$ cat config.mk
export PLATFORM = sky130hd
export DESIGN_NAME = ctlacc_gate
export DESIGN_NICKNAME = d
export VERILOG_FILES = /design/src/rtl/ctlacc_pkg.sv /design/src/rtl/ctlacc_resolve.sv /design/src/rtl/ctlacc_store.sv /design/src/rtl/ctlacc_gate.sv
export SDC_FILE = /design/constraint.sdc
export NUM_CORES = 1
export LEC_CHECK = 0
export CORE_ASPECT_RATIO = 0.8
export CORE_MARGIN = 4
export CORE_UTILIZATION = 55
export DETAILED_ROUTE_END_ITERATION = 6
export DONT_BUFFER_PORTS = 1
export MAX_ROUTING_LAYER = met4
export PLACE_DENSITY = 0.75
export SETUP_SLACK_MARGIN = 0.3
export SLEW_MARGIN = 5
export SYNTH_ARGS = -nofsm -noshare
export SYNTH_HDL_FRONTEND = slang
export SYNTH_SLANG_ARGS = --single-unit
$ cat constraint.sdc
create_clock -name clk -period 3.75 [get_ports clk]
set_clock_uncertainty 0.15 [all_clocks]
set_input_delay 0.375 -clock clk [delete_from_list [all_inputs] [get_ports clk]]
set_output_delay 0.375 -clock clk [all_outputs]
set_load 0.005 [all_outputs]
$ cat src/rtl/ctlacc_pkg.sv
`timescale 1ns/1ps
package ctlacc_pkg;

    typedef enum logic [2:0] {
        RES_UNDEF = 3'd0,
        RES_TRAP  = 3'd1,
        RES_REDIR = 3'd2,
        RES_COPY1 = 3'd3,
        RES_COPY2 = 3'd4
    } res_kind_t;

    typedef struct packed {
        res_kind_t  kind;
        logic [1:0] tlvl;
        logic [7:0] tclass;
    } verdict_t;

    typedef struct packed {
        logic       feat;
        logic       l3_exists;
        logic       l2_on;
        logic       l2_host;
        logic       l3_undef_first;
        logic       l3_allow;
        logic       l1_gate;
        logic       l2_trap;
        logic       l2_gate;
        logic       l3_dbg_undef;
        logic [2:0] nv;
    } ctx_t;

    localparam logic [7:0]  CLASS_ACCESS = 8'h1D;
    localparam logic [7:0]  CLASS_NVIRT  = 8'h18;
    localparam logic [11:0] NV_SLOT      = 12'h1F0;
    localparam int          OVR_POS      = 31;
    localparam int          TBL_POS      = 30;
    localparam int          NCOPY        = 2;

    function automatic verdict_t mk_res(input res_kind_t k);
        verdict_t v;
        v.kind   = k;
        v.tlvl   = 2'd0;
        v.tclass = 8'h00;
        return v;
    endfunction

    function automatic verdict_t mk_trap(input logic [1:0] lvl, input logic [7:0] cls);
        verdict_t v;
        v.kind   = RES_TRAP;
        v.tlvl   = lvl;
        v.tclass = cls;
        return v;
    endfunction

endpackage

$ cat src/rtl/ctlacc_resolve.sv
`timescale 1ns/1ps
module ctlacc_resolve
    import ctlacc_pkg::*;
(
    input  logic       alias_sel,
    input  logic [1:0] lvl,
    input  ctx_t       c,
    output verdict_t   v
);
    logic     undef_first;
    logic     l3_block;
    verdict_t l3_res;

    always_comb begin
        undef_first = c.l3_exists && c.l3_undef_first && !c.l3_allow;
        l3_block    = c.l3_exists && !c.l3_allow;
        l3_res      = c.l3_dbg_undef ? mk_res(RES_UNDEF) : mk_trap(2'd3, CLASS_ACCESS);
        v           = mk_res(RES_UNDEF);

        if (!c.feat || lvl == 2'd0) begin
            v = mk_res(RES_UNDEF);
        end else if (!alias_sel) begin
            unique case (lvl)
                2'd1: begin
                    if (undef_first)                        v = mk_res(RES_UNDEF);
                    else if (!c.l1_gate)                    v = mk_trap(2'd1, CLASS_ACCESS);
                    else if (c.l2_on && !c.l2_host && c.l2_trap) v = mk_trap(2'd2, CLASS_ACCESS);
                    else if (c.l2_host && !c.l2_gate)       v = mk_trap(2'd2, CLASS_ACCESS);
                    else if (l3_block)                      v = l3_res;
                    else if (c.nv == 3'b111)                v = mk_res(RES_REDIR);
                    else                                    v = mk_res(RES_COPY1);
                end
                2'd2: begin
                    if (undef_first)                        v = mk_res(RES_UNDEF);
                    else if (!c.l2_host && c.l2_trap)       v = mk_trap(2'd2, CLASS_ACCESS);
                    else if (c.l2_host && !c.l2_gate)       v = mk_trap(2'd2, CLASS_ACCESS);
                    else if (l3_block)                      v = l3_res;
                    else if (c.l2_host)                     v = mk_res(RES_COPY2);
                    else                                    v = mk_res(RES_COPY1);
                end
                default: begin
                    if (!c.l3_allow)                        v = mk_trap(2'd3, CLASS_ACCESS);
                    else                                    v = mk_res(RES_COPY1);
                end
            endcase
        end else begin
            unique case (lvl)
                2'd1: begin
                    if (c.nv == 3'b101)                     v = mk_res(RES_REDIR);
                    else if (c.nv[0])                       v = mk_trap(2'd2, CLASS_NVIRT);
                    else                                    v = mk_res(RES_UNDEF);
                end
                2'd2: begin
                    if (!c.l2_host)                         v = mk_res(RES_UNDEF);
                    else if (undef_first)                   v = mk_res(RES_UNDEF);
                    else if (!c.l2_gate)                    v = mk_trap(2'd2, CLASS_ACCESS);
                    else if (l3_block)                      v = l3_res;
                    else                                    v = mk_res(RES_COPY1);
                end
                default: begin
                    if (!c.l2_host)                         v = mk_res(RES_UNDEF);
                    else if (!c.l3_allow)                   v = mk_trap(2'd3, CLASS_ACCESS);
                    else                                    v = mk_res(RES_COPY1);
                end
            endcase
        end
    end
endmodule

$ cat src/rtl/ctlacc_store.sv
`timescale 1ns/1ps
module ctlacc_store #(
    parameter int               REG_W = 64,
    parameter int               NCOP  = 2,
    parameter logic [REG_W-1:0] KEEP  = '1
) (
    input  logic                       clk,
    input  logic                       rst,
    input  logic [NCOP-1:0]            wr_en,
    input  logic [REG_W-1:0]           wdata,
    output logic [NCOP-1:0][REG_W-1:0] copy_q
);
    for (genvar g = 0; g < NCOP; g++) begin : g_copy
        logic [REG_W-1:0] q;
        always_ff @(posedge clk) begin
            if (rst)           q <= '0;
            else if (wr_en[g]) q <= wdata & KEEP;
        end
        assign copy_q[g] = q;
    end
endmodule

$ cat src/rtl/ctlacc_gate.sv
`timescale 1ns/1ps
module ctlacc_gate
    import ctlacc_pkg::*;
#(
    parameter int REG_W   = 64,
    parameter int LEN_W   = 4,
    parameter bit HAS_OVR = 1'b1,
    parameter bit HAS_TBL = 1'b0
) (
    input  logic             clk,
    input  logic             rst,
    input  logic             req_valid,
    input  logic             req_write,
    input  logic             req_alias,
    input  logic [1:0]       cur_lvl,
    input  logic             feat_present,
    input  logic             l3_exists,
    input  logic             l2_enabled,
    input  logic             l2_host,
    input  logic             l3_undef_first,
    input  logic             l3_enable,
    input  logic             l1_gate,
    input  logic             l2_trap,
    input  logic             l2_gate,
    input  logic             l3_dbg_undef,
    input  logic [2:0]       nv_mode,
    input  logic [REG_W-1:0] wdata,
    output logic             rsp_valid,
    output logic             out_undef,
    output logic             out_trap,
    output logic [1:0]       trap_lvl,
    output logic [7:0]       trap_class,
    output logic             out_redirect,
    output logic [11:0]      redirect_off,
    output logic             out_copy1,
    output logic             out_copy2,
    output logic [REG_W-1:0] rdata
);
    localparam logic [REG_W-1:0] LEN_MASK = {{(REG_W-LEN_W){1'b0}}, {LEN_W{1'b1}}};
    localparam logic [REG_W-1:0] KEEP = LEN_MASK
                                      | (REG_W'(HAS_OVR) << OVR_POS)
                                      | (REG_W'(HAS_TBL) << TBL_POS);

    ctx_t     ctx;
    verdict_t verdict;
    verdict_t verdict_q;
    logic     valid_q;
    logic [REG_W-1:0] rdata_q;
    logic [NCOPY-1:0] wr_en;
    logic [NCOPY-1:0][REG_W-1:0] copies;
    logic     is_copy;
    logic     sel;

    always_comb begin
        ctx.feat           = feat_present;
        ctx.l3_exists      = l3_exists;
        ctx.l2_on          = l2_enabled;
        ctx.l2_host        = l2_host;
        ctx.l3_undef_first = l3_undef_first;
        ctx.l3_allow       = l3_enable;
        ctx.l1_gate        = l1_gate;
        ctx.l2_trap        = l2_trap;
        ctx.l2_gate        = l2_gate;
        ctx.l3_dbg_undef   = l3_dbg_undef;
        ctx.nv             = nv_mode;
    end

    ctlacc_resolve u_resolve (
        .alias_sel (req_alias),
        .lvl       (cur_lvl),
        .c         (ctx),
        .v         (verdict)
    );

    always_comb begin
        is_copy  = (verdict.kind == RES_COPY1) || (verdict.kind == RES_COPY2);
        sel      = (verdict.kind == RES_COPY2);
        wr_en[0] = req_valid && req_write && (verdict.kind == RES_COPY1);
        wr_en[1] = req_valid && req_write && (verdict.kind == RES_COPY2);
    end

    ctlacc_store #(.REG_W(REG_W), .NCOP(NCOPY), .KEEP(KEEP)) u_store (
        .clk    (clk),
        .rst    (rst),
        .wr_en  (wr_en),
        .wdata  (wdata),
        .copy_q (copies)
    );

    always_ff @(posedge clk) begin
        if (rst) begin
            valid_q   <= 1'b0;
            verdict_q <= mk_res(RES_UNDEF);
            rdata_q   <= '0;
        end else begin
            valid_q   <= req_valid;
            verdict_q <= verdict;
            rdata_q   <= (req_valid && !req_write && is_copy) ? copies[sel] : '0;
        end
    end

    always_comb begin
        rsp_valid    = valid_q;
        out_undef    = valid_q && (verdict_q.kind == RES_UNDEF);
        out_trap     = valid_q && (verdict_q.kind == RES_TRAP);
        out_redirect = valid_q && (verdict_q.kind == RES_REDIR);
        out_copy1    = valid_q && (verdict_q.kind == RES_COPY1);
        out_copy2    = valid_q && (verdict_q.kind == RES_COPY2);
        trap_lvl     = out_trap ? verdict_q.tlvl : 2'd0;
        trap_class   = out_trap ? verdict_q.tclass : 8'h00;
        redirect_off = out_redirect ? NV_SLOT : 12'h000;
        rdata        = valid_q ? rdata_q : '0;
    end
endmodule

==> results.tsv <==
stage	metric	value	unit
sta	Rel. slew slack	0.3360	
yosys	yosys warns	0	
grt	GRT overflow	0	
sta	Final min period	2.167	ns
clock_tree	Max H-tree Level	1	
worst_setup_path	reg2reg end	rdata_q[0]	
clock_tree	CTS tree	done	
worst_setup_path	worst path bufs/invs	1	
clock_tree	worst skew pair latency	0.26	ns
yosys	register bit total from synthesis	23	
drt	Residual DRC	0	
worst_setup_path	arrival time worst endpoint	2.21	ns
sta	RSZ-0062 raised after global routing	no	
power	Max VDD drop	0.1505	mV
clock_tree	Clock Root Buffer	clkbuf_8	
clock_tree	# hold bufs at CTS	0	
worst_setup_path	CP max stage delay	0.39	ns
sta	Post-Route Setup TNS	0	ns
sta	Worst Tran Pin Value	0.9883	ns
grt	pin count of the biggest net entering global routing	19	
die	Initial Util	0.5746	
job	Max Cap Viol	0	
drt	Wirelength per Cell	12.82	µm
worst_setup_path	critical path, cell by cell	inv_1, ha_1, nor2b_1, nor3b_1, o311ai_2, and3_1, and3b_4, mux2i_1	
yosys	synth unique cells	41	
placement	Port-buffer cells	0	
min_path	Hold Crit Class	input pin to flip-flop	
yosys	Cells after Synth	242	
yosys	Synth Cell Area	1981	µm²
clock_tree	post-cts repair resize count	0	
final_layout	Area Growth Syn to Fin	-13.14	%
placement	placed inst area	1675	µm²
clock_tree	maximum clock insertion buffer count	2	
power	Leakage	0.7857	nW
sta	Slew Limit Fails	0	
run_status	status	complete, no violations	
min_path	Hold Path End	rsp_valid	
grt	number of global-route vias before repair	1132	
worst_setup_path	reg2reg start	u_store.g_copy[1].q[0]	
sta	final hold violation count	0	
worst_setup_path	Startpoint Class	input pin	
die	core box area	3447	µm²
drt	DRT antenna net count	0	
die	Horiz. Die Dim	75.10	µm
worst_setup_path	required time of the worst setup path	3.79	ns
grt	first-pass GRT wire length	5175	µm
worst_setup_path	Critical Path End Type	flip-flop	
drt	initial drt markers	30	
drt	TritonRoute pass-1 iters	4	
grt	gr usage total	0.1502	
worst_setup_path	Crit Path Category	input pin to flip-flop	
clock_tree	clock-pin slew on the worst setup and hold paths	0.07	ns
placement	DP HPWL	2919	µm
final_layout	layout cells sized above 1	0.04310	
worst_setup_path	R2R depth	2	
worst_setup_path	Slowest cell on crit path	and3_1	
sta	f_max	461.5	MHz
min_path	min-delay src	rst	
clock_tree	Post-CTS Setup Repair Bufs	0	
clock_tree	clock sinks	23	
placement	Final Wtd Congestion	0.8620	
die	DIE AREA	4631	µm²
drt	vias	1330	
min_path	Hold Crit Depth	1	
sta	post-route clock period utilization	0.5778	
final_layout	design area	1720	µm²
drt	Via-to-Cell Ratio	4.854	
yosys	sequential element share of the synthesized area	0.2325	
final_layout	Layout Nets	320	
die	Die H	61.68	µm
worst_setup_path	Crit Path Max Fanout	7	
power	power density over cell area	278.5	nW/µm²
die	number of I/O pins	176	
final_layout	# diodes	0	
drt	drt total wl	3512	µm
worst_setup_path	largest delay contributor family on the critical path	simple AND/OR/NAND/NOR gates	
final_layout	fillers	364	
sta	final setup vio count	0	
yosys	Mapped Avg Cell Area	8.185	µm²
die	row count	19	
clock_tree	CTS buffer count	3	
grt	number of antenna violations at the first check in global routing	0	
worst_setup_path	flop2flop setup slack	2.91	ns
==> state kept, by name, indices dropped and copies added (netlist names) <==
register / count
rdata_q: 5
rsp_valid: 1
verdict_q: 7
u_store.g_copy.q: 10
==> worst max-delay path by stage <==
stage	from	endpoint	slack (ns)	cells after the start
finish	cur_lvl[0]	u_store.g_copy[1].q[0]	1.58	8
global route	rsp_valid	redirect_off[8]	1.29	2
CTS	rsp_valid	redirect_off[5]	1.57	2
detailed placement	cur_lvl[0]	u_store.g_copy[1].q[0]	1.31	8
global placement	cur_lvl[0]	u_store.g_copy[1].q[1]	1.37	8
floorplan	cur_lvl[1]	u_store.g_copy[0].q[2]	1.61	9
==> power breakdown <==
| part | internal [mW] | switching (mW) | leakage (nW) |
|---|---|---|---|
| logic | 0.0271 | 0.0539 | 0.577 |
| clock network | 0.0757 | 0.0720 | 0.0228 |
| registers | 0.248 | 0.00258 | 0.186 |
| total | 0.351 | 0.129 | 0.786 |
==> metal layers <==
metal	GRT usage	share of wire	vias up	wire [µm]
met5	-	0	-	0
met4	0.06091	0.017	0	59
met3	0.03263	0.16	4	546
met2	0.2208	0.42	97	1470
met1	0.1992	0.41	576	1436
li1	-	-	653	-
==> cells in the final DEF (no fill, tap or decap), types with 2 or more instances in the layout <==
cell type	count
conb_1	70
dfxtp_1	23
nand2b_1	20
nand2_1	13
nand3_1	11
and2_1	10
mux2i_1	10
nor2b_1	6
a21oi_1	6
inv_1	5
and3_1	5
o22ai_1	5
nor2_1	4
nor3b_1	4
nor3_1	3
nand3b_1	3
o21ai_0	3
ha_1	3
clkbuf_8	3
nor2b_2	2
a2111oi_2	2
o221ai_1	2
o21ai_1	2
nand4_1	2
==> synth_stat cells <==
| cell type | instances | area, µm² |
|---|---|---|
| nand4_1 | 2 | 12.51 |
| nand3b_1 | 3 | 22.52 |
| nand3b_4 | 1 | 20.02 |
| o211ai_1 | 1 | 7.510 |
| a21o_1 | 1 | 7.510 |
| nor2b_1 | 6 | 37.54 |
| clkbuf_2 | 1 | 5.000 |
| a21boi_1 | 1 | 7.510 |
| a21oi_1 | 6 | 30.03 |
| a311o_1 | 1 | 10.01 |
| and3_1 | 5 | 31.28 |
| o311ai_2 | 1 | 16.27 |
| nor2_1 | 4 | 15.01 |
| conb_1 | 1 | 3.750 |
| o21a_1 | 1 | 7.510 |
| o22ai_1 | 5 | 31.28 |
| o21ai_0 | 3 | 15.01 |
| nor2b_2 | 2 | 17.52 |
| nor3b_1 | 4 | 30.03 |
| a22oi_1 | 1 | 7.510 |
| buf_4 | 77 | 578.1 |
| o21ai_1 | 2 | 10.01 |
| nand2_1 | 13 | 48.80 |
| a2111oi_2 | 2 | 30.03 |
| nand2b_1 | 20 | 125.1 |
| ha_1 | 3 | 37.54 |
| and3b_4 | 1 | 12.51 |
| buf_6 | 2 | 22.52 |
| mux2i_1 | 10 | 100.1 |
| dfxtp_1 | 23 | 460.4 |
| o221ai_1 | 2 | 17.52 |
| o311ai_1 | 1 | 8.760 |
| inv_1 | 5 | 18.77 |
| nand3_1 | 11 | 55.05 |
| and2_1 | 10 | 62.56 |
| or3b_1 | 1 | 8.760 |
| o2111ai_1 | 1 | 8.760 |
| clkbuf_1 | 3 | 11.26 |
| nor3_1 | 3 | 15.01 |
| o31ai_1 | 1 | 7.510 |
| a31oi_1 | 1 | 6.260 |
==> stage by stage <==
step / utilization / cells / hold slack [ns] / power, mW / setup slack, ns
floorplan: - / 311 / 0.2858 / 0.3825 / 1.612
global placement: 0.4860 / 270 / 0.2988 / 0.3336 / 1.367
detailed placement: 0.4860 / 270 / 0.2998 / 0.3345 / 1.311
CTS: 0.4991 / 274 / 0.01708 / 0.4819 / 1.566
global route: 0.4991 / 274 / 0.01521 / 0.5089 / 1.290
finish: 0.4991 / 274 / 0.02592 / 0.4792 / 1.583
==> cell type report <==
cell class / count / area, µm² / share of cell area
clock buffer: 4 / 45.04 / 0.02618
inverter: 5 / 18.77 / 0.01091
multi-input combinational: 200 / 1144 / 0.6647
sequential: 23 / 460.4 / 0.2676
tap: 42 / 52.55 / 0.03055
==> cell families after synthesis <==
group / after synthesis / synth area share
compound gates: 31 / 0.1156
fa+ha+maj: 3 / 0.01895
buf+inv: 88 / 0.3209
flops: 23 / 0.2325
mux: 10 / 0.05054
other cells: 1 / 0.001893
simple gates: 86 / 0.2596
(Power assumes the default switching activity.)
